### config.mk
export PLATFORM = sky130hd
export DESIGN_NAME = cfg_access_port
export DESIGN_NICKNAME = d
export VERILOG_FILES = /design/src/rtl/cfg_port_pkg.sv /design/src/rtl/cfg_seq.sv /design/src/rtl/win_regs.sv /design/src/rtl/irq_fold.sv /design/src/rtl/cfg_access_port.sv
export SDC_FILE = /design/constraint.sdc
export NUM_CORES = 2
export LEC_CHECK = 0
export BUFFER_PORTS_ARGS = -buffer_cell sky130_fd_sc_hd__buf_2
export CAP_MARGIN = 25
export CORE_MARGIN = 4
export CORE_UTILIZATION = 60
export DETAILED_ROUTE_END_ITERATION = 16
export GPL_ROUTABILITY_DRIVEN = 0
export PLACE_DENSITY = 0.82
export SYNTH_ARGS = -nofsm -noshare
export SYNTH_HDL_FRONTEND = slang
export SYNTH_HIERARCHICAL = 1
export SYNTH_SLANG_ARGS = --single-unit
export TNS_END_PERCENT = 30
### constraint.sdc
create_clock -name clk_i -period 4.9 [get_ports clk_i]
set_input_delay 0 -clock clk_i [delete_from_list [all_inputs] [get_ports clk_i]]
set_output_delay 0 -clock clk_i [all_outputs]
set_load 0.01 [all_outputs]
### src/rtl/cfg_port_pkg.sv
package cfg_port_pkg;
  typedef enum logic [1:0] {SZ_BYTE = 2'd0, SZ_HALF = 2'd1, SZ_WORD = 2'd2} acc_size_e;
  typedef enum logic [1:0] {ST_IDLE, ST_REQ, ST_RSP, ST_DONE} seq_state_e;

  // little-endian lane order across the window
  function automatic logic [31:0] lane_swap(input logic [31:0] d, input logic [1:0] sz);
    case (sz)
      SZ_BYTE: lane_swap = {24'h0, d[7:0]};
      SZ_HALF: lane_swap = {16'h0, d[7:0], d[15:8]};
      default: lane_swap = {d[7:0], d[15:8], d[23:16], d[31:24]};
    endcase
  endfunction
endpackage

### src/rtl/cfg_seq.sv
module cfg_seq
  import cfg_port_pkg::*;
(
  input  logic        clk_i,
  input  logic        rst_ni,
  input  logic        req_i,
  input  logic        we_i,
  input  logic        dwin_i,
  input  logic        en_i,
  input  logic [31:0] tgt_addr_i,
  input  logic [1:0]  size_i,
  input  logic [31:0] wdata_i,
  input  logic [31:0] loc_rdata_i,
  output logic        loc_we_o,
  output logic        ack_o,
  output logic [31:0] rdata_o,
  output logic        cfg_valid_o,
  input  logic        cfg_ready_i,
  output logic        cfg_we_o,
  output logic [31:0] cfg_addr_o,
  output logic [1:0]  cfg_size_o,
  output logic [31:0] cfg_wdata_o,
  input  logic        cfg_rvalid_i,
  input  logic [31:0] cfg_rdata_i
);
  seq_state_e  state_q;
  logic [31:0] rdata_q, addr_q, wdata_q;
  logic [1:0]  size_q;
  logic        we_q;

  always_ff @(posedge clk_i or negedge rst_ni) begin
    if (!rst_ni) begin
      state_q <= ST_IDLE;
      rdata_q <= '0;
      addr_q  <= '0;
      wdata_q <= '0;
      size_q  <= '0;
      we_q    <= 1'b0;
    end else begin
      case (state_q)
        ST_IDLE: if (req_i) begin
          if (dwin_i && en_i) begin
            state_q <= ST_REQ;
            addr_q  <= tgt_addr_i;
            wdata_q <= lane_swap(wdata_i, size_i);
            size_q  <= size_i;
            we_q    <= we_i;
          end else begin
            rdata_q <= dwin_i ? 32'hFFFF_FFFF : loc_rdata_i;
            state_q <= ST_DONE;
          end
        end
        ST_REQ: if (cfg_ready_i) state_q <= we_q ? ST_DONE : ST_RSP;
        ST_RSP: if (cfg_rvalid_i) begin
          rdata_q <= lane_swap(cfg_rdata_i, size_q);
          state_q <= ST_DONE;
        end
        default: state_q <= ST_IDLE;
      endcase
    end
  end

  assign loc_we_o    = (state_q == ST_IDLE) && req_i && we_i && !dwin_i;
  assign ack_o       = (state_q == ST_DONE);
  assign rdata_o     = rdata_q;
  assign cfg_valid_o = (state_q == ST_REQ);
  assign cfg_we_o    = we_q;
  assign cfg_addr_o  = addr_q;
  assign cfg_size_o  = size_q;
  assign cfg_wdata_o = wdata_q;
endmodule

### src/rtl/win_regs.sv
module win_regs #(
  parameter int AW      = 12,
  parameter int NUM_OB  = 4,
  parameter int NUM_IB  = 3,
  parameter int OB_BASE = 'hC20,
  parameter int IB_BASE = 'hDA0,
  parameter int TMR_OFF = 'hE20
) (
  input  logic          clk_i,
  input  logic          rst_ni,
  input  logic          we_i,
  input  logic [AW-1:0] off_i,
  input  logic [31:0]   wdata_i,
  output logic [31:0]   rdata_o
);
  localparam int OBW = (NUM_OB > 1) ? $clog2(NUM_OB) : 1;
  localparam int IBW = (NUM_IB > 1) ? $clog2(NUM_IB) : 1;
  localparam int SW  = AW - 5;

  logic [31:0] ob_q [NUM_OB][4];
  logic [31:0] ib_q [NUM_IB][4];
  logic [31:0] tmr_q;

  logic           ob_hit, ib_hit, tmr_hit;
  logic [OBW-1:0] ob_idx;
  logic [IBW-1:0] ib_idx;
  logic [1:0]     ob_w, ib_w;
  logic           ob_wok, ib_wok;

  // word select inside a 32-byte set from offset bits 4:2
  always_comb begin
    ob_wok = 1'b1;
    ob_w   = 2'd0;
    case (off_i[4:2])
      3'd0: ob_w = 2'd0;
      3'd1: ob_w = 2'd1;
      3'd2: ob_w = 2'd2;
      3'd4: ob_w = 2'd3;
      default: ob_wok = 1'b0;
    endcase
    ib_wok = 1'b1;
    ib_w   = 2'd0;
    case (off_i[4:2])
      3'd0: ib_w = 2'd0;
      3'd2: ib_w = 2'd1;
      3'd3: ib_w = 2'd2;
      3'd4: ib_w = 2'd3;
      default: ib_wok = 1'b0;
    endcase
  end

  always_comb begin
    ob_hit = 1'b0;
    ob_idx = '0;
    for (int i = 0; i < NUM_OB; i++) begin
      if (off_i[AW-1:5] == SW'(OB_BASE / 32 + i)) begin
        ob_hit = ob_wok;
        ob_idx = OBW'(i);
      end
    end
    ib_hit = 1'b0;
    ib_idx = '0;
    for (int i = 0; i < NUM_IB; i++) begin
      if (off_i[AW-1:5] == SW'(IB_BASE / 32 + i)) begin
        ib_hit = ib_wok;
        ib_idx = IBW'(i);
      end
    end
    tmr_hit = (off_i[AW-1:2] == (AW-2)'(TMR_OFF / 4));
  end

  for (genvar s = 0; s < NUM_OB; s++) begin : g_ob
    for (genvar w = 0; w < 4; w++) begin : g_w
      always_ff @(posedge clk_i or negedge rst_ni) begin
        if (!rst_ni) ob_q[s][w] <= '0;
        else if (we_i && ob_hit && ob_idx == OBW'(s) && ob_w == 2'(w)) ob_q[s][w] <= wdata_i;
      end
    end
  end

  for (genvar s = 0; s < NUM_IB; s++) begin : g_ib
    for (genvar w = 0; w < 4; w++) begin : g_w
      always_ff @(posedge clk_i or negedge rst_ni) begin
        if (!rst_ni) ib_q[s][w] <= '0;
        else if (we_i && ib_hit && ib_idx == IBW'(s) && ib_w == 2'(w)) ib_q[s][w] <= wdata_i;
      end
    end
  end

  always_ff @(posedge clk_i or negedge rst_ni) begin
    if (!rst_ni) tmr_q <= '0;
    else if (we_i && tmr_hit) tmr_q <= wdata_i;
  end

  always_comb begin
    rdata_o = '0;
    if (ob_hit)       rdata_o = ob_q[ob_idx][ob_w];
    else if (ib_hit)  rdata_o = ib_q[ib_idx][ib_w];
    else if (tmr_hit) rdata_o = tmr_q;
  end
endmodule

### src/rtl/irq_fold.sv
module irq_fold #(
  parameter int NUM_SLOT   = 2,
  parameter int FIRST_SLOT = 'h11
) (
  input  logic [NUM_SLOT*4-1:0] slot_irq_i,
  input  logic                  stray_irq_i,
  output logic [3:0]            irq_o
);
  function automatic int line_of(input int slot, input int pin);
    if (slot == 'h11 || slot == 'h12) line_of = (pin + slot - 'h10) % 4;
    else line_of = 0;
  endfunction

  always_comb begin
    irq_o    = 4'b0;
    irq_o[0] = stray_irq_i;
    for (int s = 0; s < NUM_SLOT; s++)
      for (int p = 0; p < 4; p++)
        if (slot_irq_i[s*4+p]) irq_o[line_of(FIRST_SLOT + s, p)] = 1'b1;
  end
endmodule

### src/rtl/cfg_access_port.sv
module cfg_access_port
  import cfg_port_pkg::*;
#(
  parameter int AW         = 12,
  parameter int NUM_OB     = 4,
  parameter int NUM_IB     = 3,
  parameter int NUM_SLOT   = 2,
  parameter int FIRST_SLOT = 'h11
) (
  input  logic                  clk_i,
  input  logic                  rst_ni,
  input  logic                  cpu_req_i,
  input  logic                  cpu_we_i,
  input  logic [AW-1:0]         cpu_addr_i,
  input  logic [1:0]            cpu_size_i,
  input  logic [31:0]           cpu_wdata_i,
  output logic                  cpu_ack_o,
  output logic [31:0]           cpu_rdata_o,
  output logic                  cfg_valid_o,
  input  logic                  cfg_ready_i,
  output logic                  cfg_we_o,
  output logic [31:0]           cfg_addr_o,
  output logic [1:0]            cfg_size_o,
  output logic [31:0]           cfg_wdata_o,
  input  logic                  cfg_rvalid_i,
  input  logic [31:0]           cfg_rdata_i,
  input  logic [NUM_SLOT*4-1:0] slot_irq_i,
  input  logic                  stray_irq_i,
  output logic [3:0]            irq_o
);
  logic [31:0] caddr_q, win_rdata, loc_rdata;
  logic        grp0, is_areg, is_dwin, loc_we;

  assign grp0    = (cpu_addr_i[AW-1:4] == '0);
  assign is_areg = grp0 && (cpu_addr_i[3:2] == 2'd0);
  assign is_dwin = grp0 && (cpu_addr_i[3:2] == 2'd1);

  always_ff @(posedge clk_i or negedge rst_ni) begin
    if (!rst_ni) caddr_q <= '0;
    else if (loc_we && is_areg) caddr_q <= {cpu_wdata_i[31:2], 2'b00};
  end

  assign loc_rdata = is_areg ? caddr_q : (grp0 ? 32'h0 : win_rdata);

  cfg_seq u_seq (
    .clk_i, .rst_ni,
    .req_i       (cpu_req_i),
    .we_i        (cpu_we_i),
    .dwin_i      (is_dwin),
    .en_i        (caddr_q[31]),
    .tgt_addr_i  (caddr_q | {30'h0, cpu_addr_i[1:0]}),
    .size_i      (cpu_size_i),
    .wdata_i     (cpu_wdata_i),
    .loc_rdata_i (loc_rdata),
    .loc_we_o    (loc_we),
    .ack_o       (cpu_ack_o),
    .rdata_o     (cpu_rdata_o),
    .cfg_valid_o, .cfg_ready_i, .cfg_we_o, .cfg_addr_o,
    .cfg_size_o, .cfg_wdata_o, .cfg_rvalid_i, .cfg_rdata_i
  );

  win_regs #(.AW(AW), .NUM_OB(NUM_OB), .NUM_IB(NUM_IB)) u_win (
    .clk_i, .rst_ni,
    .we_i    (loc_we && !grp0),
    .off_i   (cpu_addr_i),
    .wdata_i (cpu_wdata_i),
    .rdata_o (win_rdata)
  );

  irq_fold #(.NUM_SLOT(NUM_SLOT), .FIRST_SLOT(FIRST_SLOT)) u_irq (
    .slot_irq_i, .stray_irq_i, .irq_o
  );
endmodule

======== Yosys cells after proc, flatten, opt, wreduce, memory -nomap -nowiden ========
Index checks and enable logic that the tools add are counted.
word-level totals
  register bits after elaboration ......... 1059
  bits of input ports ..................... 93
  output and inout port bits .............. 105
  word-level logic and storage cells ...... 252
cells by class
  magnitude comparators ................... 20
  eq/ne operators ......................... 33
  muxes and demuxes ....................... 78
  bitwise operators ....................... 13
  reduce and logical (&&, ||, !) cells .... 72
operator list
  kind                    count
  $mux W32                21
  $bmux W128 S2           2
  $mux W128               4
  $ge A32 B1 Y1 const B   8
  $lt A32 B4 Y1 const B   8
  $pmux W32 S2            3
  $bmux W32 S2            2
  $logic_and A1 B1 Y1     54
  $eq A7 B7 Y1 const B    7
  $mux W4                 8
  $or A32 B2 Y32          1
  $or A4 B4 Y4            7
  $mux W1                 20
  $eq A2 B2 Y1 const B    9
  $pmux W2 S3             3
  $demux W1 S2            8
  $eq A2 B1 Y1 const B    8
  $logic_not A2 Y1        8
  $mux W2                 7
  $ge A3 B3 Y1 const B    4
  $not A2 Y3              4
  $eq A10 B10 Y1 const B  1
  $logic_not A8 Y1        1
  $reduce_or A4 Y1        2
  other kinds (11)        16

======== Depth between registers and ports, before layout ========
  depth after elaboration ................. 21
  depth in mapped cells ................... 15
  depth with buffers taken out ............ 10

======== Modules after synthesis ========
The synthesis kept the hierarchy.
by module, submodules not included
  module           instances  cells each  area an instance (um^2)  seq. area each (um^2)
  win_regs         1          3330        42628.4                  23222.3
  cfg_seq          1          428         4824.6                   2527.4
  cfg_access_port  1          144         1719.1                   750.7
  irq_fold         1          4           25.0                     0.0

======== Worst setup path after synthesis ========
OpenSTA, ideal clock, no wires.
  kind .................................... input to register
  start point ............................. input port cpu_addr_i[11]
  end point ............................... register u_win/ib_q[86] (netlist bit)
  setup time .............................. 0.125 ns
  arrival ................................. 2.903 ns
  data required time ...................... 4.775 ns
  setup slack ............................. 1.873 ns
  stages .................................. 13
  path buffers ............................ 5
  cells stage by stage .................... nor4_4 nand2_1 clkbuf_1 nor3b_1 buf_6 clkbuf_1 and4b_1 and2_1 and2_1 clkbuf_1 nand3_1 buf_1 mux2_2
on the way
  word-level cells in the longest chain between the ends .. 8
  elaborated cells between the ends (all ways) .. 18
  those cells by class .................... eq/ne: 4; mux: 5; reduce/logical: 9
ends and longest elaborated chain
  item                              RTL line               source
  from (decl)                       cfg_access_port.sv:14  input logic [AW-1:0] cpu_addr_i,
  $logic_not A8 Y1                  cfg_access_port.sv:34  assign grp0 = (cpu_addr_i[AW-1:4] == '0);
  $logic_and A1 B1 Y1               cfg_access_port.sv:36  assign is_dwin = grp0 && (cpu_addr_i[3:2] == 2'd1);
  net is_dwin                       cfg_access_port.sv:32  logic grp0, is_areg, is_dwin, loc_we;
  $logic_not A1 Y1                  cfg_seq.sv:63          assign loc_we_o = (state_q == ST_IDLE) && req_i && we_i && !dwin_i;
  $logic_and A1 B1 Y1               cfg_seq.sv:63
  net loc_we                        cfg_access_port.sv:32
  $logic_and A1 B1 Y1               cfg_access_port.sv:64  .we_i (loc_we && !grp0),
  $logic_and A1 B1 Y1 (3 in a row)  win_regs.sv:85         else if (we_i && ib_hit && ib_idx == IBW'(s) && ib_w == 2'(w)) ib_q[s][w] <= wdata_i;
  to (signal, indexed assignment)   win_regs.sv:85
  to (decl)                         win_regs.sv:21         logic [31:0] ib_q [NUM_IB][4];
The timed path passes the listed nets, and every way through them passes these cells.
A chain may end at the register's enable or synchronous reset.

======== Worst setup path in the final report ========
  start point ............................. register u_seq.state_q[1]
  end point ............................... register u_win/ob_q[135] (netlist bit)
on the way
  word-level cells in the longest chain between the ends .. 8
ends and longest elaborated chain
  item                              RTL line               source
  from (decl)                       cfg_seq.sv:26          seq_state_e state_q;
  from (signal assigned)            cfg_seq.sv:53          ST_REQ: if (cfg_ready_i) state_q <= we_q ? ST_DONE : ST_RSP;
  $logic_not A2 Y1                  cfg_seq.sv:63
  $logic_and A1 B1 Y1 (3 in a row)  cfg_seq.sv:63
  net loc_we                        cfg_access_port.sv:32
  $logic_and A1 B1 Y1               cfg_access_port.sv:64
  $logic_and A1 B1 Y1 (3 in a row)  win_regs.sv:76         else if (we_i && ob_hit && ob_idx == OBW'(s) && ob_w == 2'(w)) ob_q[s][w] <= wdata_i;
  to (signal, indexed assignment)   win_regs.sv:76
  to (decl)                         win_regs.sv:20         logic [31:0] ob_q [NUM_OB][4];
The timed path passes the listed nets, and every way through them passes these cells.

==> summary.md <==
| Metric | Value |
|---|---|
| Status | finished with violations |
| Failing checks | hold timing |
| Share of cells above drive strength 1 | 28.42% |
| Req. time, crit path | 5470 ps |
| Synth Instances | 3906 |
| Max cap viols | 0 |
| Dpl hpwl | 88770 um |
| CTS root buffer | clkbuf_16 |
| Post-synth EDFFs | 0 |
| Sink Count | 1059 |
| Setup bufs post-CTS | 0 |
| Leak Pwr | 27.84 nW |
| Drt initial violations | 4028 |
| Pre-antenna DRT Iters | 6 |
| Fraction of the mapped netlist area in simple logic gates | around 5.4% |
| Mapped cell area | 49200 sq um |
| Worst skew pair latency | 690 ps |
| Slew Viols, Final | 0 |
| Number of synthesized register bits | 1059 |
| Ys flop type | dfrtp_1 |
| Yosys top cell by area | dfrtp_1 |
| Clock Path Buffers | 3 |
| All-Layer GR Usage | 33.86% |
| TritonCTS Buffers | 106 |
| Clock slew at reported path FFs | 60 ps |
| Wirelength, routed | 149000 um |
| RSZ-0062 raised after global routing | false |
| GR Overflow Total | 0 |
| Crit path cell chain | inv_1, ha_1, and4b_1, and2_1, nor2b_1, nand2_1, nor3b_4, buf_12, mux2_1 |
| Starting density of the core | 60.78% |
| TNS Setup | 0 ps |
| Leading post-synthesis cells by cell area | dfrtp_1, mux2_2, mux2_1 |
| Filler cells | 5357 |
| DRC | 0 |
| Die Ht | 294.4 um |
| Buf/Inv on CP | 2 |
| Slowest cell delay on critical path | between 500 and 600 ps |
| Post-DR wirelength/cell | 28.90 um |
| Initial antenna violation count | 17 |
| Vias after detailed routing | 35770 |
| Startpoint type of the worst setup path | register |
| Synth Area in Compound Gates | roughly a tenth |
| Die ar. | 86640 sq um |
| Period Utilization, post-route | 77.24% |
| Synth top cells by count | dfrtp_1, mux2_2, mux2_1, clkbuf_1, nor2_1 |
| Maximum fanout along the worst path | 28 |
| Peak supply drop | 0.3268 mV |
| Sequential area share after synthesis | 53.87% |
| Setup crit end kind | register |
| Reg area | between 20000 and 30000 sq um |
| Power Dens Cells | 335.8 nW/um^2 |
| Worst Tran Pin Value | 1089 ps |
| CP delay by family, top | simple AND/OR/NAND/NOR gates |
| Post-CTS sizing | 0 |
| Layout area overhead | 12.86% |
| Yosys cell types | 75 |
| Skew final | 42.51 ps |
| Net count, final | 4102 |
| DRT antenna net count | 0 |
| Horiz. Die Dim | ~290 um |
| Adder-cell share of the synthesized area | 0.1272% |
| Largest net degree at the start of global routing | roughly 150 |
| PortBufs | 197 |
| Final setup fails | 0 |
| Crit path DAT | 4350 ps |
| Area occupied by multi-input gates | 21130 sq um |
| FP Rows | 104 |
| Tot Pwr | 18.64 mW |
| Slowest CP cell | nor3b_4 |
| Top cell type's share of synthesized area | 53.87% |
| Synth Net Count | 4004 |
| Largest family of logic cells by synthesized area | multiplexers |
| Mux contribution to synthesized area | 26.39% |
| First-pass GRT wire length | about 220000 um |
| Synthesized area per cell | 12.60 sq um |
| Top-count cell post-synth | dfrtp_1 |
| Vias per cell | 6.936 |
| H-tree levels | 3 |
| HP Class | input port to asynchronous set/reset pin |
| Number of global-route vias before repair | 36500 |
| Core ar. | 80940 sq um |
| Final hold vios | 5 |
| WS Path Type | register to register |
| Post-CTS Hold Fix Bufs | 71 |
| Warnings from Yosys | 6 |
| Async SR Flop Fraction | 100.0% |
| CTS tree | yes |
| Minimum clock period | 3785 ps |
| Fmax | 264.2 MHz |
| Hold Slack | -24.79 ps |
| Slew headroom | a little over a quarter |
| Ports | 198 |
| Xor/xnor cell area share of the yosys netlist | less than 1% |
-- placed cells by master, fill, tap and decap left out, types with 8 or more instances in the layout --
cell and count:
nand3_2 11, o22ai_1 111, buf_12 31, a21oi_1 111, clkbuf_16 107, dlygate4sd3_1 71, a21bo_2 31, a21o_1 26
mux2_1 446, buf_4 80, clkinv_2 25, nand2_2 8, mux2i_1 128, or4_1 24, nor2_4 8, clkbuf_8 28
nand4_1 38, nand2b_1 56, o21ai_0 90, a22oi_1 69, nor2_1 149, nor3_1 13, o221ai_1 8, nand3_1 27
clkbuf_1 25, buf_2 194, o2bb2ai_1 18, and2_1 9, a221oi_1 156, mux2_2 593, a22o_1 49, inv_1 22
nand2_1 143, dfrtp_1 1059, a211oi_1 13
-- where the power goes --
group          switching [mW]  total (mW)  internal [mW]
combinational            1.05        1.55          0.503
clock                    3.49        8.16           4.67
sequential             0.0864        8.94           8.85
-- final timing paths --
check                                            from                    end  slack (ps)  cells past startpoint
worst max-delay path                 u_seq/state_q[1]        u_win/ob_q[135]        1120                      9
worst min-delay path                           rst_ni             caddr_q[4]         -20                      2
worst max register to register       u_seq/state_q[1]        u_win/ob_q[135]        1120                      9
worst min register to register  u_seq/cfg_wdata_o[29]  u_seq/cfg_wdata_o[29]         480                      2
max in group asynchronous                      rst_ni        u_win/ob_q[215]        3450                      3
min in group clk_i                      cpu_addr_i[1]    u_seq/cfg_addr_o[1]          90                      3
-- state kept, by name, indices dropped and copies added (netlist names) --
name,cells
u_win/ob_q,512
u_win/ib_q,384
u_seq/cfg_addr_o,32
u_seq/cfg_wdata_o,32
u_seq/rdata_o,32
u_win/tmr_q,32
caddr_q,30
u_seq/cfg_size_o,2
u_seq/state_q,2
u_seq/cfg_we_o,1
-- through the flow --
step                      setup slack (ps)  util [%]  instance area [sq um]  instances
after floorplan                       1873         -                  49200       3906
after global placement                1034     63.31                  51250       4883
after detailed placement              1074     63.35                  51280       4885
after CTS                             1268     68.58                  55510       5152
after global routing                  1045     68.58                  55510       5152
final                                 1115     68.60                  55520       5157
-- routing by layer --
layer	up-vias	global-route usage (%)	part of all wire, %
met4	18	16.89	5.5
met2	2332	50.84	44
met3	584	12.34	13
li1	14570	-	-
met5	-	0	0.083
met1	18270	43.76	38
-- kinds of logic (layout without fill, tap and decap cells) --
kind of cell             Yosys count  count (layout)
AO/OA/AOI/OAI                    725             725
XOR/XNOR                           1               1
adder cells (fa/ha/maj)            5               5
buffers and inverters            412             598
flip-flops                      1059            1059
multiplexers                    1167            1167
other                              0               5
AND/OR/NAND/NOR                  537             537
-- final cells by class --
class / count / area share [%]
clock buffers: 160 / 5.686
diodes: 5 / 0.02253
flip-flops and latches: 1059 / 47.73
well taps: 1060 / 2.389
clock inverters: 36 / 0.6603
inverters: 23 / 0.1555
multi-input cells: 2435 / 38.06
repair buffers: 379 / 5.296
Power figures use the tool's default switching activity.
